### src/rtl/txfill_sched_pkg.sv
package txfill_sched_pkg;
  typedef enum logic [1:0] {
    ST_IDLE    = 2'd0,
    ST_PREFILL = 2'd1,
    ST_XMIT    = 2'd2
  } sched_state_e;
endpackage

### src/rtl/txfill_thresh.sv
module txfill_thresh #(
  parameter int THR_W   = 6,
  parameter int THR_MIN = 2
) (
  input  logic [THR_W-1:0] thres_i,
  input  logic             stream_dis_i,
  output logic [THR_W-1:0] thr_eff_o
);
  localparam logic [THR_W-1:0] ThrMax = {THR_W{1'b1}};
  localparam logic [THR_W-1:0] ThrLo  = THR_W'(THR_MIN);

  always_comb begin
    if (stream_dis_i)          thr_eff_o = ThrMax;
    else if (thres_i < ThrLo)  thr_eff_o = ThrLo;
    else                       thr_eff_o = thres_i;
  end
endmodule

### src/rtl/txfill_health.sv
module txfill_health #(
  parameter int HEALTH_W = 6
) (
  input  logic                clk_i,
  input  logic                rst_ni,
  input  logic                inc_i,
  input  logic                clr_i,
  output logic [HEALTH_W-1:0] cnt_o
);
  localparam logic [HEALTH_W-1:0] CntMax = {HEALTH_W{1'b1}};

  always_ff @(posedge clk_i or negedge rst_ni) begin
    if (!rst_ni)                       cnt_o <= '0;
    else if (clr_i)                    cnt_o <= '0;
    else if (inc_i && cnt_o != CntMax) cnt_o <= cnt_o + 1'b1;
  end
endmodule

### src/rtl/txfill_fsm.sv
module txfill_fsm
  import txfill_sched_pkg::*;
#(
  parameter int TIME_W = 14,
  parameter int THR_W  = 6
) (
  input  logic              clk_i,
  input  logic              rst_ni,
  input  logic              sof_i,
  input  logic [TIME_W-1:0] time_left_i,
  input  logic [TIME_W-1:0] safe_time_i,
  input  logic [TIME_W-1:0] fill_allow_i,
  input  logic              pkt_req_i,
  input  logic              burst_i,
  input  logic [THR_W-1:0]  thr_eff_i,
  output logic              abort_o,
  output logic              prefill_en_o,
  output logic              tx_start_o,
  output logic              backoff_o
);
  localparam int SumW = TIME_W + 1;
  localparam int CntW = THR_W + 1;

  sched_state_e state_q, state_d;
  logic [THR_W-1:0] cnt_q, cnt_d;
  logic wait_sof_q, wait_sof_d;
  logic start_d;
  logic [SumW-1:0] need_time;
  logic [CntW-1:0] cnt_inc;
  logic admit;

  assign need_time = {1'b0, safe_time_i} + {1'b0, fill_allow_i};
  assign admit     = pkt_req_i && !wait_sof_q && ({1'b0, time_left_i} >= need_time);
  assign abort_o   = (state_q == ST_PREFILL) && (time_left_i < safe_time_i);
  assign cnt_inc   = {1'b0, cnt_q} + 1'b1;

  always_comb begin
    state_d = state_q;
    cnt_d   = cnt_q;
    start_d = 1'b0;
    unique case (state_q)
      ST_IDLE: if (admit) begin
        state_d = ST_PREFILL;
        cnt_d   = '0;
      end
      ST_PREFILL: begin
        if (abort_o) begin
          state_d = ST_IDLE;
          cnt_d   = '0;
        end else if (burst_i) begin
          cnt_d = cnt_inc[THR_W-1:0];
          if (cnt_inc >= {1'b0, thr_eff_i}) begin
            state_d = ST_XMIT;
            start_d = 1'b1;
          end
        end
      end
      ST_XMIT: if (!pkt_req_i) state_d = ST_IDLE;
      default: state_d = ST_IDLE;
    endcase
  end

  // abort arms the wait; a later SOF releases it
  always_comb begin
    if (abort_o)    wait_sof_d = 1'b1;
    else if (sof_i) wait_sof_d = 1'b0;
    else            wait_sof_d = wait_sof_q;
  end

  always_ff @(posedge clk_i or negedge rst_ni) begin
    if (!rst_ni) begin
      state_q    <= ST_IDLE;
      cnt_q      <= '0;
      wait_sof_q <= 1'b0;
      tx_start_o <= 1'b0;
      backoff_o  <= 1'b0;
    end else begin
      state_q    <= state_d;
      cnt_q      <= cnt_d;
      wait_sof_q <= wait_sof_d;
      tx_start_o <= start_d;
      backoff_o  <= abort_o;
    end
  end

  assign prefill_en_o = (state_q == ST_PREFILL);
endmodule

### src/rtl/txfill_sched.sv
module txfill_sched #(
  parameter int TIME_W   = 14,
  parameter int THR_W    = 6,
  parameter int HEALTH_W = 6
) (
  input  logic                clk_i,
  input  logic                rst_ni,
  input  logic                sof_i,
  input  logic [TIME_W-1:0]   time_left_i,
  input  logic [TIME_W-1:0]   safe_time_i,
  input  logic [TIME_W-1:0]   fill_allow_i,
  input  logic                pkt_req_i,
  input  logic                burst_i,
  input  logic [THR_W-1:0]    thres_i,
  input  logic                stream_dis_i,
  input  logic                health_clr_i,
  output logic                prefill_en_o,
  output logic                tx_start_o,
  output logic                backoff_o,
  output logic                discard_o,
  output logic [HEALTH_W-1:0] health_o
);
  logic [THR_W-1:0] thr_eff;
  logic abort;

  txfill_thresh #(.THR_W(THR_W), .THR_MIN(2)) thresh_i (
    .thres_i      (thres_i),
    .stream_dis_i (stream_dis_i),
    .thr_eff_o    (thr_eff)
  );

  txfill_fsm #(.TIME_W(TIME_W), .THR_W(THR_W)) fsm_i (
    .clk_i        (clk_i),
    .rst_ni       (rst_ni),
    .sof_i        (sof_i),
    .time_left_i  (time_left_i),
    .safe_time_i  (safe_time_i),
    .fill_allow_i (fill_allow_i),
    .pkt_req_i    (pkt_req_i),
    .burst_i      (burst_i),
    .thr_eff_i    (thr_eff),
    .abort_o      (abort),
    .prefill_en_o (prefill_en_o),
    .tx_start_o   (tx_start_o),
    .backoff_o    (backoff_o)
  );

  txfill_health #(.HEALTH_W(HEALTH_W)) health_i (
    .clk_i  (clk_i),
    .rst_ni (rst_ni),
    .inc_i  (abort),
    .clr_i  (health_clr_i),
    .cnt_o  (health_o)
  );

  assign discard_o = backoff_o;
endmodule

### config.mk
export PLATFORM = sky130hd
export DESIGN_NAME = txfill_sched
export DESIGN_NICKNAME = d
export VERILOG_FILES = /design/src/rtl/txfill_sched_pkg.sv /design/src/rtl/txfill_thresh.sv /design/src/rtl/txfill_health.sv /design/src/rtl/txfill_fsm.sv /design/src/rtl/txfill_sched.sv
export SDC_FILE = /design/constraint.sdc
export NUM_CORES = 1
export LEC_CHECK = 0
export ABC_CLOCK_PERIOD_IN_PS = 3280
export BUFFER_PORTS_ARGS = -buffer_cell sky130_fd_sc_hd__buf_2
export CORE_AREA = 10 10 83 85
export DETAILED_ROUTE_END_ITERATION = 6
export DIE_AREA = 0 0 93 95
export PLACE_DENSITY = 0.7
export SLEW_MARGIN = 20
export SYNTH_ARGS = -nofsm -noshare
export SYNTH_HDL_FRONTEND = slang
export SYNTH_SLANG_ARGS = --single-unit
### constraint.sdc
create_clock -name clk_i -period 3.28 [get_ports clk_i]
set_input_delay 0.164 -clock clk_i [delete_from_list [all_inputs] [get_ports clk_i]]
set_output_delay 0.164 -clock clk_i [all_outputs]
set_load 0.005 [all_outputs]
[After elaboration in Yosys (flattened, before gate mapping)]
Cells that the tools add are included.
Storage, ports and cells
  register bits after elaboration: 17
Operators by class
  add/sub/neg operators: 3
  $lt $le $gt $ge: 4
  eq/ne operators: 7
  muxes and demuxes: 20
  reduce and logical (&&, ||, !) cells: 11
Operator list (count)
  6-bit 2-to-1 mux: 7
  14-bit by 14-bit adder with 15-bit output: 1
  14-bit by 15-bit greater-or-equal comparator with 1-bit output: 1
  14-bit < comparator: 1
  6-bit one-hot mux with 2 select lines: 1
  2-bit 2-to-1 mux: 5
  6-bit by 1-bit adder with 7-bit output (second input constant): 1
  7-bit by 6-bit greater-or-equal comparator with 1-bit output: 1
  6-bit by 1-bit adder with 6-bit output (second input constant): 1
  6-bit by 2-bit < comparator with 1-bit output (second input constant): 1
  1-bit 2-to-1 mux: 6
  6-bit != test (second input constant): 1
  2-bit one-hot mux with 3 select lines: 1
  2-bit nonzero test: 3
  1-bit logical AND: 4
  4-bit AND reduction: 1
  3-bit by 1-bit != test with 1-bit output (second input constant): 1
  3-bit by 2-bit != test with 1-bit output (second input constant): 1
  3-bit AND reduction: 1
  2-bit by 1-bit equality test with 1-bit output (second input constant): 1
  2-bit equality test (second input constant): 1
  2-bit logical NOT: 1
  2-bit by 1-bit != test with 1-bit output (second input constant): 1
  2-bit != test (second input constant): 1
  1-bit logical NOT: 1

[Longest topological paths before layout]
Gate-level depths: netlist (run 1).
  depth after elaboration: 8
  gate-level depth with buffers: 16
  depth with buffers taken out: 16

[Cells and area by module]
Synthesis (run 1) repeated with hierarchy kept, for this count alone.
Unflattened totals
  cells, all modules: 278
  area, all modules: 2367.3 µm²
By module, submodules not included
  txfill_fsm: times used 1, cells an instance 234, area an instance 1956.9 µm², sequential area each 275.3 µm²
  txfill_health: times used 1, cells an instance 35, area an instance 345.3 µm², sequential area each 150.1 µm²
  txfill_thresh: times used 1, cells an instance 8, area an instance 57.6 µm², sequential area each 0.0 µm²
  txfill_sched: times used 1, cells an instance 1, area an instance 7.5 µm², sequential area each 0.0 µm²

[Worst setup path before layout (run 1)]
OpenSTA, ideal clock, no wires.
  kind: input-to-reg
  start point: input port safe_time_i[0]
  end point: register fsm_i.state_q[0]
  arrival: 2648 ps
  data required time: 3158 ps
  setup slack: 511 ps
  stages: 16
  path buffers: 0
  cells stage by stage: ha_1 > inv_1 > fa_1 > nor2b_1 > o21ai_0 > o21ai_0 > a21o_1 > a21oi_1 > xor2_1 > ha_1 > a21oi_1 > nor2b_1 > o21ai_0 > o211ai_1 > o211a_1 > a32o_1
On the way
  word-level cells in the longest chain between the ends: 5
  elaborated cells between the ends (all ways): 11
Ends and longest elaborated chain
  start, declared: RTL line txfill_sched.sv:10  | input logic [TIME_W-1:0] safe_time_i,
  14-bit by 14-bit adder with 15-bit output: RTL line txfill_fsm.sv:32  | assign need_time = {1'b0, safe_time_i} + {1'b0, fill_allow_i};
  14-bit by 15-bit greater-or-equal comparator with 1-bit output: RTL line txfill_fsm.sv:33  | assign admit = pkt_req_i && !wait_sof_q && ({1'b0, time_left_i} >= need_time);
  1-bit logical AND: RTL line txfill_fsm.sv:33
  2-bit by 1-bit != test with 1-bit output (no source line)
  4-bit AND reduction (no source line)
  end signal, assigned: RTL line txfill_fsm.sv:78  | state_q <= state_d;
  end, declared: RTL line txfill_fsm.sv:24  | sched_state_e state_q, state_d;
Several ways; a longest one is shown, not always the timed one.
A chain may end at the register's enable or synchronous reset.

[Worst setup path after layout (run 1)]
Ends and elaborated chain as after synthesis.

==> impl_results.md, run 1 <==
* PD cells at 298 mW/mm²
* Final Setup Violations at 0
* Post-DP Area at 0.00271 mm²
* Final net count at about 450
* I/O pin count at 65
* DP Wirelength at between 5000 and 6000 µm
* Vias per cell at 5.32
* Post-cts sizing count at 0
* Max-cap viol count at 0
* Worst Path Max Fanout at 7
* Placeable Area at between 0.005 and 0.006 mm²
* Routability cong. at about 0.85
* Setup TNS at 0 ns
* Wire length of the first global-routing pass at approximately 10,000 µm
* Non-Filler Instances at 417
* Total congestion overflow at 0
* Die Wd at a little over 90 µm
* FMAX at approximately 0.35 GHz
* Crit start category: input port
* Die Y at between 90 and 100 µm
* Crit Path Category: in -> reg
* Post-synth ARST share at 100%
* Cells after synthesis at roughly 280
* Worst-Margin Slew at 0.429 ns
* Synthesized Nets at roughly 390
* Initial antenna violation count at 0
* LEAKAGE at between 1 and 1.5 nW
* Mapped Avg Cell Area at around 8.3 µm²
* WP data required at 3.43 ns
* Synth Register Bits at 17
* WL/cell at ~14 µm
* DRT iter0 DRCs at 46
* Setup Skew at 0.00218 ns
* CTS root buf: clkbuf_8
* Clk sinks at 17
* Clock latency on the worst-skew pair at between 0.2 and 0.3 ns
* Count of pins over their slew limit at 0
* Final period utilization at 87.4%
* Warnings, synthesis at 0
* Total GRT Usage at 13.3%
* Slew HR at 71.4%
* Min Tclk post-route at 2.87 ns
* Worst Path Arrival at 3.01 ns
* CTS Buf Count at 3
* Max H-tree Level at 1
* CTS tree: built
* Vias in the first global route at 2,287
* Clock slew seen by the registers of the worst setup and hold paths at 0.07 ns
* Clock Path Buffers at 2
* Status: completed
* Post-synth top flop: dfrtp_1
* Pre-antenna DRT Iters at 4
* Maximum VDD drop at between 0.2 and 0.25 mV
* Placed insts at between 400 and 500
* Cell Rows at 27
* Synth unique cells at 51
* Register area share after synthesis at between 15 and 20%
* Hold Path Class: in -> reg
* Antenna-violating nets left at 0
* Largest net degree at the start of global routing at 18
* Area delta synth->final at 18.6%
* Vias at around 2,200
* Die area at approximately 0.0088 mm²
* Starting Density at between 40% and 50%
* DRC Markers at 0
* Port-buffer cells at 64
* Post-synth EDFFs at 0
* Total power at slightly above 0.8 mW
* Ant. Diodes at 0
* RSZ-0062 raised after global routing: false
* Cell Area, Synth at about 0.0023 mm²
* DRT Wirelength at ~5900 µm
* Layout cells sized above 1 at about 22%
* Critical Path Sink Type: register
* Final Hold Vio Count at 0
* Final non-filler cell area at 0.00276 mm²
-- layout make-up --
| cell class | count | area [µm²] |
|---|---|---|
| timing repair buffer | 65 | 330 |
| sequential | 17 | 425 |
| clock buffer | 3 | 41.3 |
| inverter | 21 | 78.8 |
| clock inverter | 1 | 5.00 |
| multi-input combinational | 238 | 1790 |
| fill | 547 | 2570 |
| tap | 72 | 90.1 |
-- worst max-delay path, stage by stage --
cell and delay [ns]:
buf_2 0.11, ha_1 0.20, inv_1 0.06, fa_1 0.40, nor2b_1 0.13, o21ai_0 0.12
o21ai_0 0.27, a21o_1 0.16, a21oi_1 0.07, xor2_1 0.15, ha_1 0.29, a21oi_1 0.13
nor2b_1 0.05, o21ai_0 0.15, o211ai_1 0.10, o211a_1 0.22, a32o_1 0.23
-- sequential cells by signal, summed over array words and instances, names as in the netlist --
register,count
health_i.cnt_o,6
fsm_i.tx_start_o,1
fsm_i.backoff_o,1
fsm_i.cnt_q,6
fsm_i.wait_sof_q,1
fsm_i.state_q,2
-- synthesized netlist by cell type (all sizes together) (3+ instances only) --
library cell,n,area share (%)
o22ai,7,1.9
a21oi,24,5.2
clkbuf,4,0.64
or3,3,0.81
xnor2,5,1.9
o211ai,3,0.97
ha,49,26
a21o,4,1.3
nand2b,6,1.9
nor4,3,0.81
nand4,7,1.9
xor2,10,3.8
nor2b,8,2.1
o21a,4,1.3
mux2,3,1.4
nor3,3,0.64
o21ai,18,3.9
nor2,24,3.9
dfrtp,17,18
nand2,18,2.9
a22oi,3,0.97
inv,20,3.2
nand3,7,1.5
-- placed cells by master, fill, tap and decap left out, types with 8 or more instances in the layout --
master,instances
buf_2,64
ha_1,49
nor2_1,24
a21oi_1,24
inv_1,20
nand2_1,18
o21ai_0,17
dfrtp_1,17
xor2_1,10
nor2b_1,8
-- cell families after synthesis --
kind of cell / share of synthesized area [%]
XOR/XNOR: 5.64
multiplexers: 1.88
flip-flops: 18.3
buffers and inverters: 4.83
AO/OA/AOI/OAI: 21.9
adder cells (fa/ha/maj): 27.2
AND/OR/NAND/NOR: 20.3
-- stage by stage --
| stage | util [%] | worst slack (ns) | hold WS, ns |
|---|---|---|---|
| 2_1_floorplan | - | 0.511 | -0.132 |
| 3_3_place_gp | 50.7 | 0.195 | 0.104 |
| 3_5_place_dp | 50.7 | 0.148 | 0.107 |
| 4_1_cts | 51.8 | 0.386 | 0.112 |
| 5_1_grt | 51.8 | 0.0584 | 0.124 |
| 6_report | 51.8 | 0.413 | 0.107 |
-- worst paths after layout --
check                           slack, ns                      endpoint                         start  depth (start not counted)
max in group asynchronous            2.65    fsm_i.cnt_q[0]$_DFFE_PN0P_                        rst_ni                          2
worst max register to register       0.97  fsm_i.state_q[1]$_DFFE_PN0P_    fsm_i.cnt_q[0]$_DFFE_PN0P_                          9
worst min register to register       0.56  fsm_i.wait_sof_q$_DFFE_PN0P_  fsm_i.wait_sof_q$_DFFE_PN0P_                          2
worst min-delay path                 0.11  fsm_i.wait_sof_q$_DFFE_PN0P_                         sof_i                          2
min in group asynchronous            0.36     fsm_i.backoff_o$_DFF_PN0_                        rst_ni                          2
worst max-delay path                 0.41  fsm_i.state_q[0]$_DFFE_PN0P_                safe_time_i[0]                         17
-- report_power, final --
| part | internal [mW] | switching (mW) | total, mW |
|---|---|---|---|
| logic | 0.187 | 0.221 | 0.408 |
| registers | 0.231 | 0.0274 | 0.259 |
| clock network | 0.0844 | 0.0726 | 0.157 |
-- repair_timing --
action	in CTS	in global routing
hold buffers	1	0
buffers inserted	0	0
hold endpoints to repair	17	0
-- routing by layer --
layer  up-vias  track usage (%)  share of wire (%)  wire (µm)
met4         0             3.34                1.3         78
met2        53             22.9                 48       2790
li1       1162                -                  -          -
met5         -                0                  0          0
met3         8             3.01                5.2        305
met1       995             16.4                 46       2690
Power figures use the tool's default switching activity.
==> run 2, diff against run 1 <==
- CELL_PAD_IN_SITES_DETAIL_PLACEMENT: not set -> 0
- CELL_PAD_IN_SITES_GLOBAL_PLACEMENT: not set -> 1
- CORE_AREA: 10 10 83 85 -> 10 10 86 88
- DIE_AREA: 0 0 93 95 -> 0 0 96 98
- PLACE_DENSITY: 0.7 -> not set
- PLACE_DENSITY_LB_ADDON: not set -> 0.1
==> impl_results.md, run 2 (synthesis gave the netlist of run 1 again) <==
* Setup Skew at 0.00527 ns (+0.00309 ns)
* CP most frequent cell: o21ai_0
* DRT iter0 DRCs at 35 (-24%)
* Clock Path Buffers at 2 (unchanged)
* Max-cap viol count at 0 (unchanged)
* Slew HR at 71.4% (about the same)
* Total GRT Usage at 12.5% (-0.82 points)
* Final Setup Violations at 0 (unchanged)
* Post-DP Area at 0.00271 mm² (+0.14%)
* Pre-antenna DRT Iters at 4 (unchanged)
* Multi-input gate area at 0.00179 mm² (unchanged)
* Largest stage delay on the critical path at 0.40 ns (about the same)
* I/O pin count at 65 (unchanged)
* Worst-Margin Slew at 0.429 ns (-0.000184 ns)
* Final net count at 451 (unchanged)
* Final non-filler cell area at 0.00277 mm² (+0.14%)
* Total power at 0.820 mW (-0.40%)
* Grt met2 use at 21.1% (-1.8 points)
* Busiest grt layer: met2
* Non-Filler Instances at 420 (+0.72%)
* Vias per cell at 5.25 (-1.3%)
* Top flop regs: fsm_i.cnt_q: 6 flops, health_i.cnt_o: 6 flops, fsm_i.state_q: 2 flops
* Routability cong. at 0.789 (-7.0%)
* Post-route worst setup slack at 0.373 ns (-0.0400 ns)
* Total congestion overflow at 0 (unchanged)
* Crit path cell chain: buf_2 -> ha_1 -> inv_1 -> fa_1 -> nor2b_1 -> o21ai_0 -> o21ai_0 -> a21o_1 -> a21oi_1 -> xor2_1 -> ha_1 -> a21oi_1 -> nor2b_1 -> o21ai_0 -> o211ai_1 -> o211a_1 -> a32o_1
* Area delta synth->final at 18.7%
* Hold_ws at 0.109 ns (+0.00175 ns)
* DP Wirelength at 5080 µm (-1.0%)
* Worst slack, placed at 0.120 ns (-0.0279 ns)
* Die area at 0.00941 mm² (+6.5%)
* Filler cells at 612 (+12%)
* WP data required at 3.42 ns (about the same)
* Cell Rows at 28 (+3.7%)
* Post-CTS Repair Setup Buffers at 0 (unchanged)
* Ant. Diodes at 0 (unchanged)
* WL/cell at 13.8 µm (-1.6%)
* Worst setup path startpoint: safe_time_i[0]
* Clock latency on the worst-skew pair at 0.25 ns (about the same)
* Max H-tree Level at 1 (unchanged)
* Starting Density at 40.6% (-3.1 points)
* RR Endpoint: fsm_i.state_q[1]$_DFFE_PN0P_
* R2r setup slk at 0.94 ns (-0.03 ns)
* Maximum VDD drop at 0.152 mV (-38%)
* Commonest cells after routing, fill and taps aside: 64 x buf_2, 49 x ha_1, 24 x nor2_1, 24 x a21oi_1, 20 x inv_1
* Antenna-violating nets left at 0 (unchanged)
* Count of pins over their slew limit at 0 (unchanged)
* Initial antenna violation count at 0 (unchanged)
* Setup TNS at 0 ns (unchanged)
* Die Wd at 96 µm (+3.2%)
* Critical Path Sink Type: register
* DRT Wirelength at 5810 µm (-0.90%)
* DRC Markers at 0 (unchanged)
* Clock slew seen by the registers of the worst setup and hold paths at 0.07 ns (about the same)
* Reg area at 425 µm² (unchanged)
* Post-cts sizing count at 0 (unchanged)
* Vias in the first global route at 2,247 (-1.7%)
* Crit Path Category: in -> reg
* Crit path capture: fsm_i.state_q[0]$_DFFE_PN0P_
* Register-to-Register Path Depth at 9 (unchanged)
* Worst Path Max Fanout at 7 (unchanged)
* Status: completed
* Crit start category: input port
* Util after Layout at 48.2% (-3.6 points)
* Hold buffers post-CTS at 1 (unchanged)
* Vias at 2,204 (-0.63%)
* Min Tclk post-route at 2.91 ns (+0.0400 ns)
* Met3 Usage GRT at 2.22% (-0.79 points)
* Largest net degree at the start of global routing at 18 (unchanged)
* Wire length of the first global-routing pass at 9990 µm (-0.27%)
* Port-buffer cells at 64 (unchanged)
* Most common cell after layout, fill and taps aside: buf_2
* CP max stage cell: fa_1
* LEAKAGE at 1.43 nW (unchanged)
* CTS Buf Count at 3 (unchanged)
* Placed insts at 415 (+0.73%)
* Met1 usage at 15.7% (-0.61 points)
* Layout cells sized above 1 at 22.3% (unchanged)
* FMAX at 0.344 GHz (-1.4%)
* PD cells at 296 mW/mm² (-0.53%)
* CTS root buf: clkbuf_8
* Placeable Area at 0.00575 mm² (+7.6%)
* RSZ-0062 raised after global routing: false
* Die Y at 98 µm (+3.2%)
* CTS tree: built
* Worst Path Arrival at 3.05 ns (+0.04 ns)
* R2R Path Start: fsm_i.cnt_q[0]$_DFFE_PN0P_
* Hold Path Class: in -> reg
* Final Hold Vio Count at 0 (unchanged)
* Final period utilization at 88.6% (+1.2 points)
* Clk sinks at 17 (unchanged)
## run 2: cell type report
cell class,instances,share of cell area [%]
Multi-Input combinational cell,238,64.8
Clock inverter,1,0.181
Tap cell,75,3.39
Inverter,21,2.85
Timing Repair Buffer,65,11.9
Clock buffer,3,1.49
Sequential cell,17,15.4
## run 2: worst min path at each step
| stage | start | end | slack [ns] | cells after the start |
|---|---|---|---|---|
| after floorplan | rst_ni | fsm_i.backoff_o$_DFF_PN0_ | -0.13 | 0 |
| final | sof_i | fsm_i.wait_sof_q$_DFFE_PN0P_ | 0.11 | 2 |
| after CTS | sof_i | fsm_i.wait_sof_q$_DFFE_PN0P_ | 0.11 | 2 |
| after detailed placement | rst_ni | health_i.cnt_o[0]$_DFFE_PN0P_ | 0.11 | 1 |
| after global placement | rst_ni | health_i.cnt_o[1]$_DFFE_PN0P_ | 0.11 | 1 |
| after global routing | sof_i | fsm_i.wait_sof_q$_DFFE_PN0P_ | 0.12 | 2 |
## run 2: worst max-delay path, delay by kind of cell
kind | cells | cell delay (ns)
adder cells (fa/ha/maj) | 3 | 0.90
AND/OR/NAND/NOR | 2 | 0.17
buffers and inverters | 2 | 0.18
AO/OA/AOI/OAI | 9 | 1.48
XOR/XNOR | 1 | 0.16
## run 2: where the power goes
part / internal [mW] / switching, mW
Combinational: 0.187 / 0.219
Sequential: 0.231 / 0.0264
Clock: 0.0843 / 0.0724
## run 2: layer usage
metal / part of all wire [%] / up-vias
li1: - / 1163
met1: 46 / 996
met2: 49 / 41
met3: 4.6 / 4
met4: 0.93 / 0
met5: 0 / -
